**config.mk**
```make
export PLATFORM = sky130hd
export DESIGN_NAME = iowin_xlate
export DESIGN_NICKNAME = d
export VERILOG_FILES = /design/src/rtl/iowin_pkg.sv /design/src/rtl/iowin_decode.sv /design/src/rtl/iowin_addr_map.sv /design/src/rtl/iowin_lane_swap.sv /design/src/rtl/iowin_xlate.sv
export SDC_FILE = /design/constraint.sdc
export NUM_CORES = 1
export LEC_CHECK = 0
export ABC_AREA = 0
export BUFFER_PORTS_ARGS = -buffer_cell sky130_fd_sc_hd__buf_2
export CAP_MARGIN = 20
export CORE_MARGIN = 2
export CORE_UTILIZATION = 49
export DETAILED_ROUTE_END_ITERATION = 10
export PLACE_DENSITY = 0.81
export SLEW_MARGIN = 20
export SYNTH_ARGS = -nofsm -noshare
export SYNTH_HDL_FRONTEND = slang
export SYNTH_SLANG_ARGS = --single-unit
```
**constraint.sdc**
```tcl
create_clock -name clk -period 2.5 [get_ports clk]
set_input_delay 0.375 -clock clk [delete_from_list [all_inputs] [get_ports clk]]
set_output_delay 0.375 -clock clk [all_outputs]
set_load 0.02 [all_outputs]
```
**src/rtl/iowin_pkg.sv**
```systemverilog
`timescale 1ns/1ps
package iowin_pkg;
   typedef enum logic [1:0] {
      SZ_BYTE = 2'd0,
      SZ_HALF = 2'd1,
      SZ_WORD = 2'd2,
      SZ_WIDE = 2'd3
   } size_e;

   typedef enum logic [1:0] {
      ST_IDLE = 2'd0,
      ST_WAIT = 2'd1,
      ST_RESP = 2'd2
   } xst_e;
endpackage

```
**src/rtl/iowin_decode.sv**
```systemverilog
`timescale 1ns/1ps
module iowin_decode #(
   parameter int          ADDR_W   = 32,
   parameter logic [31:0] WIN_BASE = 32'h8000_0000,
   parameter int          WIN_LOG2 = 23
) (
   input  logic [ADDR_W-1:0]   addr,
   output logic                hit,
   output logic [WIN_LOG2-1:0] offset
);
   localparam int TAG_W = ADDR_W - WIN_LOG2;
   localparam logic [TAG_W-1:0] BASE_TAG = WIN_BASE[ADDR_W-1:WIN_LOG2];

   generate
      if (TAG_W < 1) begin : g_bad_tag
         $error("window must be smaller than the address space");
      end
   endgenerate

   assign hit    = (addr[ADDR_W-1:WIN_LOG2] == BASE_TAG);
   assign offset = addr[WIN_LOG2-1:0];
endmodule

```
**src/rtl/iowin_addr_map.sv**
```systemverilog
`timescale 1ns/1ps
module iowin_addr_map #(
   parameter int WIN_LOG2  = 23,
   parameter int PORT_W    = 16,
   parameter int LINE_BITS = 5,
   parameter int PAGE_BITS = 12
) (
   input  logic                sparse,
   input  logic [WIN_LOG2-1:0] offset,
   output logic [PORT_W-1:0]   port
);
   localparam int PAGE_FIELD = WIN_LOG2 - PAGE_BITS;

   generate
      if (PAGE_FIELD + LINE_BITS != PORT_W) begin : g_bad_split
         $error("page field plus line field must fill the port width");
      end
      if (PORT_W > WIN_LOG2) begin : g_bad_dense
         $error("dense mapping needs the window to cover the port space");
      end
   endgenerate

   logic [PORT_W-1:0] dense_port;
   logic [PORT_W-1:0] sparse_port;

   assign dense_port  = offset[PORT_W-1:0];
   assign sparse_port = {offset[WIN_LOG2-1:PAGE_BITS], offset[LINE_BITS-1:0]};
   assign port        = sparse ? sparse_port : dense_port;
endmodule

```
**src/rtl/iowin_lane_swap.sv**
```systemverilog
`timescale 1ns/1ps
module iowin_lane_swap
   import iowin_pkg::*;
#(
   parameter int DATA_W = 32
) (
   input  size_e             size,
   input  logic [DATA_W-1:0] din,
   output logic [DATA_W-1:0] dout
);
   localparam int NB = DATA_W / 8;

   logic [DATA_W-1:0] rev;
   logic [DATA_W-1:0] half;

   generate
      for (genvar i = 0; i < NB; i++) begin : g_lane
         assign rev[8*i +: 8] = din[8*(NB-1-i) +: 8];
      end
   endgenerate

   assign half = {{(DATA_W-16){1'b0}}, din[7:0], din[15:8]};

   always_comb begin
      case (size)
         SZ_BYTE: dout = din;
         SZ_HALF: dout = half;
         default: dout = rev;
      endcase
   end
endmodule

```
**src/rtl/iowin_xlate.sv**
```systemverilog
`timescale 1ns/1ps
module iowin_xlate
   import iowin_pkg::*;
#(
   parameter logic [31:0] WIN_BASE  = 32'h8000_0000,
   parameter int          WIN_LOG2  = 23,
   parameter int          PORT_W    = 16,
   parameter int          LINE_BITS = 5,
   parameter int          PAGE_BITS = 12,
   parameter int          DATA_W    = 32,
   parameter int          MAP_PORT  = 16'h0850,
   parameter int          INV_PORT  = 16'h0814
) (
   input  logic        clk,
   input  logic        rst_n,
   input  logic        cpu_req,
   input  logic [31:0] cpu_addr,
   input  logic        cpu_we,
   input  logic [1:0]  cpu_size,
   input  logic [31:0] cpu_wdata,
   output logic        cpu_claim,
   output logic        cpu_ack,
   output logic [31:0] cpu_rdata,
   output logic        io_req,
   output logic [15:0] io_port,
   output logic [1:0]  io_size,
   output logic        io_we,
   output logic [31:0] io_wdata,
   input  logic        io_ack,
   input  logic [31:0] io_rdata
);
   localparam logic [PORT_W-1:0] MAP_P = PORT_W'(MAP_PORT);
   localparam logic [PORT_W-1:0] INV_P = PORT_W'(INV_PORT);

   generate
      if (DATA_W != 32) begin : g_bad_data
         $error("data path is fixed at 32 bits");
      end
      if (PORT_W != 16) begin : g_bad_port
         $error("port bus is fixed at 16 bits");
      end
      if ((WIN_BASE % (32'd1 << WIN_LOG2)) != 0) begin : g_bad_base
         $error("window base must be aligned to the window size");
      end
   endgenerate

   logic                hit;
   logic [WIN_LOG2-1:0] offset;
   logic [PORT_W-1:0]   port_x;
   logic [DATA_W-1:0]   wswap;
   logic [DATA_W-1:0]   rswap;
   logic                mode_q;
   xst_e                state;
   logic                is_map;
   logic                is_inv;

   iowin_decode #(.ADDR_W(32), .WIN_BASE(WIN_BASE), .WIN_LOG2(WIN_LOG2)) u_dec (
      .addr   (cpu_addr),
      .hit    (hit),
      .offset (offset)
   );

   iowin_addr_map #(.WIN_LOG2(WIN_LOG2), .PORT_W(PORT_W),
                    .LINE_BITS(LINE_BITS), .PAGE_BITS(PAGE_BITS)) u_map (
      .sparse (mode_q),
      .offset (offset),
      .port   (port_x)
   );

   iowin_lane_swap #(.DATA_W(DATA_W)) u_wswap (
      .size (size_e'(cpu_size)),
      .din  (cpu_wdata),
      .dout (wswap)
   );

   iowin_lane_swap #(.DATA_W(DATA_W)) u_rswap (
      .size (size_e'(io_size)),
      .din  (io_rdata),
      .dout (rswap)
   );

   assign cpu_claim = cpu_req & hit;
   assign is_map    = (port_x == MAP_P);
   assign is_inv    = (port_x == INV_P) & ~cpu_we;

   always_ff @(posedge clk or negedge rst_n) begin
      if (!rst_n) begin
         state     <= ST_IDLE;
         mode_q    <= 1'b0;
         cpu_ack   <= 1'b0;
         cpu_rdata <= '0;
         io_req    <= 1'b0;
         io_port   <= '0;
         io_size   <= 2'd0;
         io_we     <= 1'b0;
         io_wdata  <= '0;
      end else begin
         case (state)
            ST_IDLE: begin
               cpu_ack <= 1'b0;
               if (cpu_claim) begin
                  if (is_map || is_inv) begin
                     if (is_map && cpu_we) mode_q <= cpu_wdata[0];
                     cpu_rdata <= (is_map && !cpu_we) ? {31'd0, mode_q} : 32'd0;
                     cpu_ack   <= 1'b1;
                     state     <= ST_RESP;
                  end else begin
                     io_req   <= 1'b1;
                     io_port  <= port_x;
                     io_size  <= cpu_size;
                     io_we    <= cpu_we;
                     io_wdata <= wswap;
                     state    <= ST_WAIT;
                  end
               end
            end
            ST_WAIT: begin
               if (io_ack) begin
                  io_req    <= 1'b0;
                  cpu_rdata <= io_we ? 32'd0 : rswap;
                  cpu_ack   <= 1'b1;
                  state     <= ST_RESP;
               end
            end
            default: begin
               cpu_ack <= 1'b0;
               state   <= ST_IDLE;
            end
         endcase
      end
   end


   no_claim_no_req_chk: assert property (@(posedge clk) disable iff (!rst_n)
      (state == ST_IDLE && cpu_req && !hit) |=> (!io_req && !cpu_ack));


   map_port_local_chk: assert property (@(posedge clk) disable iff (!rst_n)
      (state == ST_IDLE && cpu_claim && is_map) |=> (!io_req && cpu_ack));


   mode_at_ack_chk: assert property (@(posedge clk) disable iff (!rst_n)
      !$stable(mode_q) |-> cpu_ack);


   io_req_hold_chk: assert property (@(posedge clk) disable iff (!rst_n)
      (io_req && !io_ack) |=> (io_req && $stable(io_port) && $stable(io_wdata)
                               && $stable(io_size) && $stable(io_we)));


   ack_pulse_chk: assert property (@(posedge clk) disable iff (!rst_n)
      cpu_ack |=> !cpu_ack);


   ack_not_during_req_chk: assert property (@(posedge clk) disable iff (!rst_n)
      io_req |-> !cpu_ack);
endmodule

```
# Word-level counts from Yosys, hierarchy flattened
# Cells that the tools add are included.
dict set report classes {
  eq_ne 10
  muxes 21
  n_bitwise 4
  reduce_logical 13
}
# cell count
set op_table {}
lappend op_table {{one-hot mux 32 bit (2 select lines)} 3}
lappend op_table {{2-to-1 mux 32 bit} 4}
lappend op_table {{== test 16 x 12 -> 1 bit, second input constant} 2}
lappend op_table {{2-to-1 mux 16 bit} 1}
lappend op_table {{AND reduction 4 bit} 3}
lappend op_table {{== test 9 bit, second input constant} 1}
lappend op_table {{!= test 2 bit, second input constant} 4}
lappend op_table {{2-to-1 mux 1 bit} 7}
lappend op_table {{== test 2 x 1 -> 1 bit, second input constant} 3}
lappend op_table {{logical NOT 2 bit} 3}
lappend op_table {{2-to-1 mux 2 bit} 3}
lappend op_table {{one-hot mux 1 bit (2 select lines)} 2}
lappend op_table {{one-hot mux 2 bit (2 select lines)} 1}
lappend op_table {{AND reduction 3 bit} 1}
lappend op_table {{AND 1 bit} 2}
lappend op_table {{logical AND 1 bit} 2}
lappend op_table {{inverter 1 bit} 2}
lappend op_table {{AND reduction 2 bit} 1}
lappend op_table {{nonzero test 2 bit} 1}
lappend op_table {{logical NOT 1 bit} 1}
lappend op_table {{logical OR 1 bit} 1}
dict set report totals {
  register_bits 88
  input_bits 103
  out_inout_bits 86
  elab_cells 57
}

# Longest topological paths before layout
# Gate-level depths: netlist (run 1).
dict set report depth {
  depth_word 7
  ltp_mapped 8
  mapped_depth_nobuf 5
}

# Hierarchy
# From an unflattened synthesis (run 1), not the netlist that was laid out.
dict set report unflattened {
  cells_unflattened 466
  area_unflattened_um2 5153.7
}
# mod instances cells_per_inst area_each_um2
set by_module_without_submodules {}
lappend by_module_without_submodules {iowin_xlate 1 277 3651.0}
lappend by_module_without_submodules {iowin_lane_swap 2 73 545.5}
lappend by_module_without_submodules {iowin_addr_map 1 17 210.2}
lappend by_module_without_submodules {iowin_decode 1 26 201.4}

# Worst setup path before layout (run 1)
# No wires, ideal clock.
dict set report synth_path {
  path_kind {input to register}
  from {in cpu_addr[24]}
  to {reg io_port[10]}
  setup_ns 0.125
  arrival_ns 2.219
  setup_slack_ns 0.156
  cell_stages 6
  n_path_buf 2
  cell_sequence {or4_4 -> or4_4 -> o21ba_1 -> buf_6 -> buf_12 -> mux2_4}
}
dict set report synth_between {
  elab_chain_len 3
}
# element line_no
set synth_rtl {}
lappend synth_rtl {{start: declaration} iowin_xlate.sv:17} ;# input logic [31:0] cpu_addr,
lappend synth_rtl {{== test 9 bit} iowin_decode.sv:20} ;# assign hit = (addr[ADDR_W-1:WIN_LOG2] == BASE_TAG);
lappend synth_rtl {{AND 1 bit} iowin_xlate.sv:82} ;# assign cpu_claim = cpu_req & hit;
lappend synth_rtl {{AND reduction 3 bit (no source line)} -}
lappend synth_rtl {{end signal: assignment} iowin_xlate.sv:109} ;# io_port <= port_x;
lappend synth_rtl {{end: declaration} iowin_xlate.sv:25} ;# output logic [15:0] io_port,
# No other way between the ends.
# A chain may end at the register's enable or synchronous reset.

# Worst setup path in the final report (run 1)
dict set report layout_path {
  from {reg mode_q}
  to {reg io_port[5]}
}
dict set report layout_between {
  elab_chain_len 6
  word_cells_on_any_way 7
}
# element line_no
set layout_rtl {}
lappend layout_rtl {{start: declaration} iowin_xlate.sv:52} ;# logic mode_q;
lappend layout_rtl {{start signal: assignment} iowin_xlate.sv:103} ;# if (is_map && cpu_we) mode_q <= cpu_wdata[0];
lappend layout_rtl {{2-to-1 mux 16 bit (*)} iowin_addr_map.sv:28} ;# assign port = sparse ? sparse_port : dense_port;
lappend layout_rtl {{== test 16 x 12 -> 1 bit} iowin_xlate.sv:84} ;# assign is_inv = (port_x == INV_P) & ~cpu_we;
lappend layout_rtl {{AND 1 bit} iowin_xlate.sv:84}
lappend layout_rtl {{logical OR 1 bit} iowin_xlate.sv:102} ;# if (is_map || is_inv) begin
lappend layout_rtl {{inverter 1 bit (no source line)} -}
lappend layout_rtl {{AND reduction 3 bit (no source line)} -}
# Every way passes the cells marked *; elsewhere a longest branch is shown, timed or not.

==> results of run 1 <==
## layout make-up
| class | instances | area (um^2) | area share, % |
|---|---|---|---|
| tap | 129 | 161 | 2.72 |
| timing repair buffer | 203 | 1090 | 18.5 |
| clock inverter | 6 | 68.8 | 1.16 |
| clock buffer | 10 | 128 | 2.15 |
| inverter | 3 | 11.3 | 0.190 |
| sequential | 88 | 2200 | 37.2 |
| multi-input combinational | 263 | 2260 | 38.2 |
## through the flow
step | hold slack, ns | cells | total power [W] | util (%)
6_report | 0.0851 | 702 | 0.00301 | 63.8
4_1_cts | 0.115 | 702 | 0.00305 | 63.8
2_1_floorplan | 0.0794 | 385 | 0.00182 | -
3_5_place_dp | 0.470 | 686 | 0.00207 | 61.7
5_1_grt | 0.137 | 702 | 0.00315 | 63.8
3_3_place_gp | 0.457 | 686 | 0.00206 | 61.7
## placed cells by master (no fill, tap or decap)
cell type,n
mux2i_1,34
dfrtp_1,88
nor2_1,12
o31a_1,1
nor2_2,1
o21ba_4,1
nand3b_1,1
or4_4,2
clkbuf_8,9
mux2_4,47
mux2_2,15
bufinv_16,1
buf_12,3
nor4_1,3
nand3_1,3
nor3_1,1
buf_2,187
o2bb2ai_1,16
clkinv_2,1
or2_2,2
nor2b_1,1
buf_4,13
inv_6,1
nand2_1,36
a21o_1,1
clkbuf_1,1
a32oi_1,1
a22o_1,31
nand4_1,1
a22oi_1,16
a211o_1,1
o21ai_0,33
inv_1,3
clkinvlp_4,1
nand4b_1,1
a21oi_1,1
clkinv_4,2
nand2b_1,1
## registers in the layout, summed over array words and instances, names as in the netlist
register and flops:
mode_q 1, io_size 2, state 2, cpu_rdata 32, io_req 1, io_we 1
cpu_ack 1, io_port 16, io_wdata 32
## critical path: stages (launching register included)
cell	delay, ns
dfrtp_1	0.36
buf_4	0.24
mux2i_1	0.35
nor2_1	0.10
a21oi_1	0.22
o21ba_4	0.25
buf_12	0.19
mux2_2	0.35
## report_power, final
| group | internal (W) | total, W | switching (W) |
|---|---|---|---|
| logic | 0.000231 | 0.000517 | 0.000286 |
| clock network | 0.000468 | 0.000973 | 0.000505 |
| registers | 0.00149 | 0.00152 | 0.0000378 |
| total | 0.00218 | 0.00301 | 0.000829 |
## worst paths after layout
kind	start	to	slack, ns	cells after the start
worst max-delay path	mode_q$_DFFE_PN0P_	io_port[5]$_DFFE_PN0P_	0.32	7
worst min-delay path	rst_n	io_port[3]$_DFFE_PN0P_	0.09	1
worst max register to register	mode_q$_DFFE_PN0P_	io_port[5]$_DFFE_PN0P_	0.32	7
worst min register to register	cpu_ack$_DFFE_PN0P_	cpu_ack$_DFFE_PN0P_	0.49	2
max in group asynchronous	rst_n	io_wdata[22]$_DFFE_PN0P_	1.70	2
min in group clk	cpu_addr[0]	io_port[0]$_DFFE_PN0P_	0.28	2
## kinds of logic after synthesis
group,after synthesis
mux,96
simple gates,65
flops,88
buf+inv,34
compound gates,102
## metal layers
| metal | vias to the layer above | global-route usage, % | wire, um |
|---|---|---|---|
| met4 | 0 | 5.44 | 118 |
| met1 | 1761 | 31.6 | 5330 |
| met5 | - | 0 | 0 |
| met2 | 154 | 34.5 | 5210 |
| li1 | 1789 | - | - |
| met3 | 9 | 4.92 | 828 |
==> results.md, run 1 <==
- Average via count per standard cell: 5.29
- Final ANT Viol Nets: 0
- Seq cells post-synth: 88
- Drt drc: 0
- Fillers: 752
- Dpl hpwl: 8870 um
- Clock slew at reported path FFs: 0.09 ns
- Fraction of layout cells with a size suffix above 1: 49.9%
- Worst Path Max Fanout: 16
- Unrepaired setup endpoints after global routing: no
- Detailed Route WL: 11500 um
- Post-CTS sizing: 0
- Post-DP Area: 5730 um^2
- Slew margin rel.: roughly 29%
- Setup Skew: approximately 0.0084 ns
- Overall die area: 10400 um^2
- First-pass GRT wire length: between 15000 and 20000 um
- Setup TNS: 0 ns
- DR iter-0 viols: 144
- Mean area per synthesized cell: 12.2 um^2
- Most common cell in the netlist: dfrtp_1
- Via count: 3713
- Top cell type's share of synthesized area: 46.9%
- Antenna cell count: 0
- Largest area contributor in the netlist: dfrtp_1
- Final setup fails: 0
- Post-CTS setup buffer count: 0
- Starting Density: between 50% and 60%
- Power per cell area: 508 nW/um^2
- Hold WC Path Type: in2async
- Antenna violations before repair: 0
- Final hold violation count: 0
- Warnings, synthesis: 0
- H-Tree Depth: 3
- Port Buffers: 188
- Actual slew at the worst max-slew pin: roughly 1.1 ns
- Critical path launch point type: flip-flop
- DR pass1 iterations: 4
- Worst Path Required: around 2.7 ns
- Vias in the first global route: 3649
- Clk Latency, worst-skew pair: 0.35 ns
- Status: finished, final reports clean
- Largest net degree at the start of global routing: 61
- Ports: 189
- Fin crit period: 2.18 ns
- Ys flop type: dfrtp_1
- Setup ws final: approximately 0.32 ns
- Root Buffer: clkbuf_8
- Top post-synthesis cells by count: 88 x dfrtp_1, 47 x mux2_4, 36 x nand2_1
- Count of different cell masters after synthesis: 32
- Std-Cell Rows: 35
- Multiplexer area fraction after synthesis: 25.9%
- Synth Area in Compound Gates: 15.9%
- Max Cap Viol: 0
- GP Congestion: 0.856
- Die Height: 102 um
- Critical path class: reg2reg
- Fin area: 5930 um^2
- Setup Slack @ Placement: -0.0158 ns
- Simple-Gate Fraction of Synth Area: 6.24%
- GRT Residual Overflow: 0
- Max-slew violation count: 0
- Routed length per placed instance: 16.4 um
- Leak Pwr: ~3.1 nW
- CTS buffer count: 9
- Layout area overhead: 26.2%
- Critical Path AT: 2.41 ns
- Syn_nets: 488
- Cells after Synth: 385
- Clock sink count: 88
- Post-synth EDFFs: 0
- Synth Area in Adders: 0%
- Async SR Flop Fraction: 100%
- DIE WIDTH: 102 um
- Synth Area in XOR/XNOR: 0%
- Core area: 9280 um^2
- Mapped Area: between 4000 and 5000 um^2
- Largest family of logic cells by synthesized area: multiplexers
- CTS hold repair buffers: 0
- All-Layer GR Usage: 22.1%
- Clk buf depth: 2
- Synth top area cells: dfrtp_1 47%, mux2_4 15%, mux2i_1 7.2%, a22o_1 5.8%, mux2_2 3.6%
- CTS tree: yes
- VDD IR-drop max: 0.335 mV
- Register area share after synthesis: 46.9%
- Final cycle utilization of the critical path: 87.1%
- Fmax: between 400 and 500 MHz
- Nets: 671
- Critical Path Sink Type: flip-flop
Note: power is estimated with default switching activity, not from simulation.
==> inputs of run 2 (changes only) <==
--- a/config.mk
+++ b/config.mk
@@ -10,7 +10,7 @@
 export CAP_MARGIN = 20
 export CORE_MARGIN = 2
-export CORE_UTILIZATION = 49
+export CORE_UTILIZATION = 30
 export DETAILED_ROUTE_END_ITERATION = 10
-export PLACE_DENSITY = 0.81
+export PLACE_DENSITY_LB_ADDON = 0.3
 export SLEW_MARGIN = 20
 export SYNTH_ARGS = -nofsm -noshare
==> constraint.sdc (replaced) <==
create_clock -name clk -period 2.5 [get_ports clk]
set_input_delay 0.125 -clock clk [delete_from_list [all_inputs] [get_ports clk]]
set_output_delay 0.125 -clock clk [all_outputs]
set_load 0.02 [all_outputs]
==> run 2 against run 1 <==
  * Critical path depth down 1
  * Via count up 1.1%
  * Final cell count rose by 12%
  * Register-to-register slack barely moved
  * Critical path type unchanged
  * Largest cell class unchanged
==> results.md, run 2 (synthesized netlist as in run 1, its figures left out) <==
- Port Buffers: 188
- VDD IR-drop max: 0.288 mV
- Slew margin rel.: 46.5%
- Busiest grt layer: met2
- Max-slew violation count: 0
- DIE WIDTH: roughly 130 um
- Unrepaired setup endpoints after global routing: no
- Leak Pwr: 3.17 nW
- Clock slew at reported path FFs: 0.06 ns
- DR iter-0 viols: between 150 and 200
- Dpl hpwl: approximately 9700 um
- Clock sink count: 88
- Worst Path Max Fanout: 18
- Fin crit period: 2.18 ns
- CTS tree: yes
- Setup Skew: 0.00698 ns
- Placed insts: 769
- Met2 global-route usage: between 20% and 30%
- Post-CTS setup buffer count: 0
- Ports: 189
- Nets: 673
- Final ANT Viol Nets: 0
- Starting Density: 30.8%
- Overall die area: 16700 um^2
- Detailed Route WL: 12800 um
- Clk Latency, worst-skew pair: approximately 0.35 ns
- Antenna cell count: 0
- DR pass1 iterations: 4
- Met1 usage: 20.8%
- Core area: 15300 um^2
- CTS buffer count: 9
- Largest regs: cpu_rdata (32), io_wdata (32), io_port (16)
- Setup TNS: 0 ns
- Status: finished, final reports clean
- GP Congestion: 0.834
- GRT Residual Overflow: 0
- Critical Path Sink Type: flip-flop
- Clk buf depth: 2
- Root Buffer: clkbuf_16
- Max Cap Viol: 0
- Final hold violation count: 0
- Largest net degree at the start of global routing: 51
- Via count: 3753
- Final cycle utilization of the critical path: between 80 and 90%
- Hold WC Path Type: in2reg
- Fin cells: between 700 and 800
- Antenna violations before repair: 0
- Actual slew at the worst max-slew pin: 0.802 ns
- Critical Path AT: 2.40 ns
- All-Layer GR Usage: roughly 15%
- Fmax: between 400 and 500 MHz
- Average via count per standard cell: around 4.8
- Power per cell area: roughly 560 nW/um^2
- Critical path class: reg2reg
- Worst Path Required: ~2.7 ns
- H-Tree Depth: 3
- Drt drc: 0
- Layout area overhead: 31.2%
- Fraction of layout cells with a size suffix above 1: between 40 and 50%
- Critical path launch point type: flip-flop
- First-pass GRT wire length: 20000 um
- Most frequent cells in the layout: 187 x buf_2, 88 x dfrtp_1, 47 x mux2_4
- Most common library cell in the layout ignoring fill and taps: buf_2
- Final setup fails: 0
- Grt met3 use: 3.14%
- Routed length per placed instance: 16.2 um
- Die Height: 129 um
- Vias in the first global route: 3783
- Std-Cell Rows: 45
run 2: layout make-up:
cell class	instances	area, um^2
clock buffer	12	256
clock inverter	4	52.6
fill	1494	9100
inverter	3	11.3
multi-input combinational	263	2260
sequential	88	2200
tap	211	264
timing repair buffer	205	1110
run 2: report_power, final:
group	internal, W	switching [W]	leakage, nW
registers	0.00149	0.0000375	1.20
clock network	0.000829	0.000550	0.141
logic	0.000232	0.000290	1.83
run 2: worst paths after layout:
check                                             to  cells past startpoint                      start  slack (ns)
max reg2reg                 io_wdata[21]$_DFFE_PN0P_                      6         mode_q$_DFFE_PN0P_        0.32
min in group asynchronous     io_port[5]$_DFFE_PN0P_                      2                      rst_n        0.34
max in group asynchronous   io_wdata[27]$_DFFE_PN0P_                      3                      rst_n        1.42
min                           io_port[1]$_DFFE_PN0P_                      2                cpu_addr[1]        0.03
max                         io_wdata[21]$_DFFE_PN0P_                      6         mode_q$_DFFE_PN0P_        0.32
min reg2reg                cpu_rdata[27]$_DFFE_PN0P_                      1  cpu_rdata[27]$_DFFE_PN0P_        0.48
run 2: stage by stage:
stage	util [%]	total power (W)	hold slack [ns]	setup slack [ns]	area [um^2]
floorplan	-	0.00182	-0.171	0.393	4700
global placement	38.3	0.00207	0.170	0.134	5840
detailed placement	38.3	0.00208	0.185	0.123	5840
CTS	40.4	0.00348	0.0209	0.316	6160
global route	40.4	0.00358	0.0313	0.169	6160
finish	40.4	0.00343	0.0338	0.322	6160
run 2: metal layers:
metal  wire length, um  up-vias
li1                  -     1792
met1              5950     1820
met2              5850      127
met3               746       14
met4               208        0
met5                 0        -
run 2: worst max-delay path, stage by stage, from the launching register on:
cell and delay [ns]:
dfrtp_1 0.41, nor4_1 0.30, nand3_1 0.13, a211o_1 0.38
o21ba_4 0.33, buf_12 0.20, mux2_4 0.30
run 2: timing repair:
| action | CTS | global route |
|---|---|---|
| resized for setup | 0 | 0 |
| hold buffers | 1 | 0 |
| hold endpoints to repair | 44 | 0 |
| setup endpoints to repair | 0 | 0 |
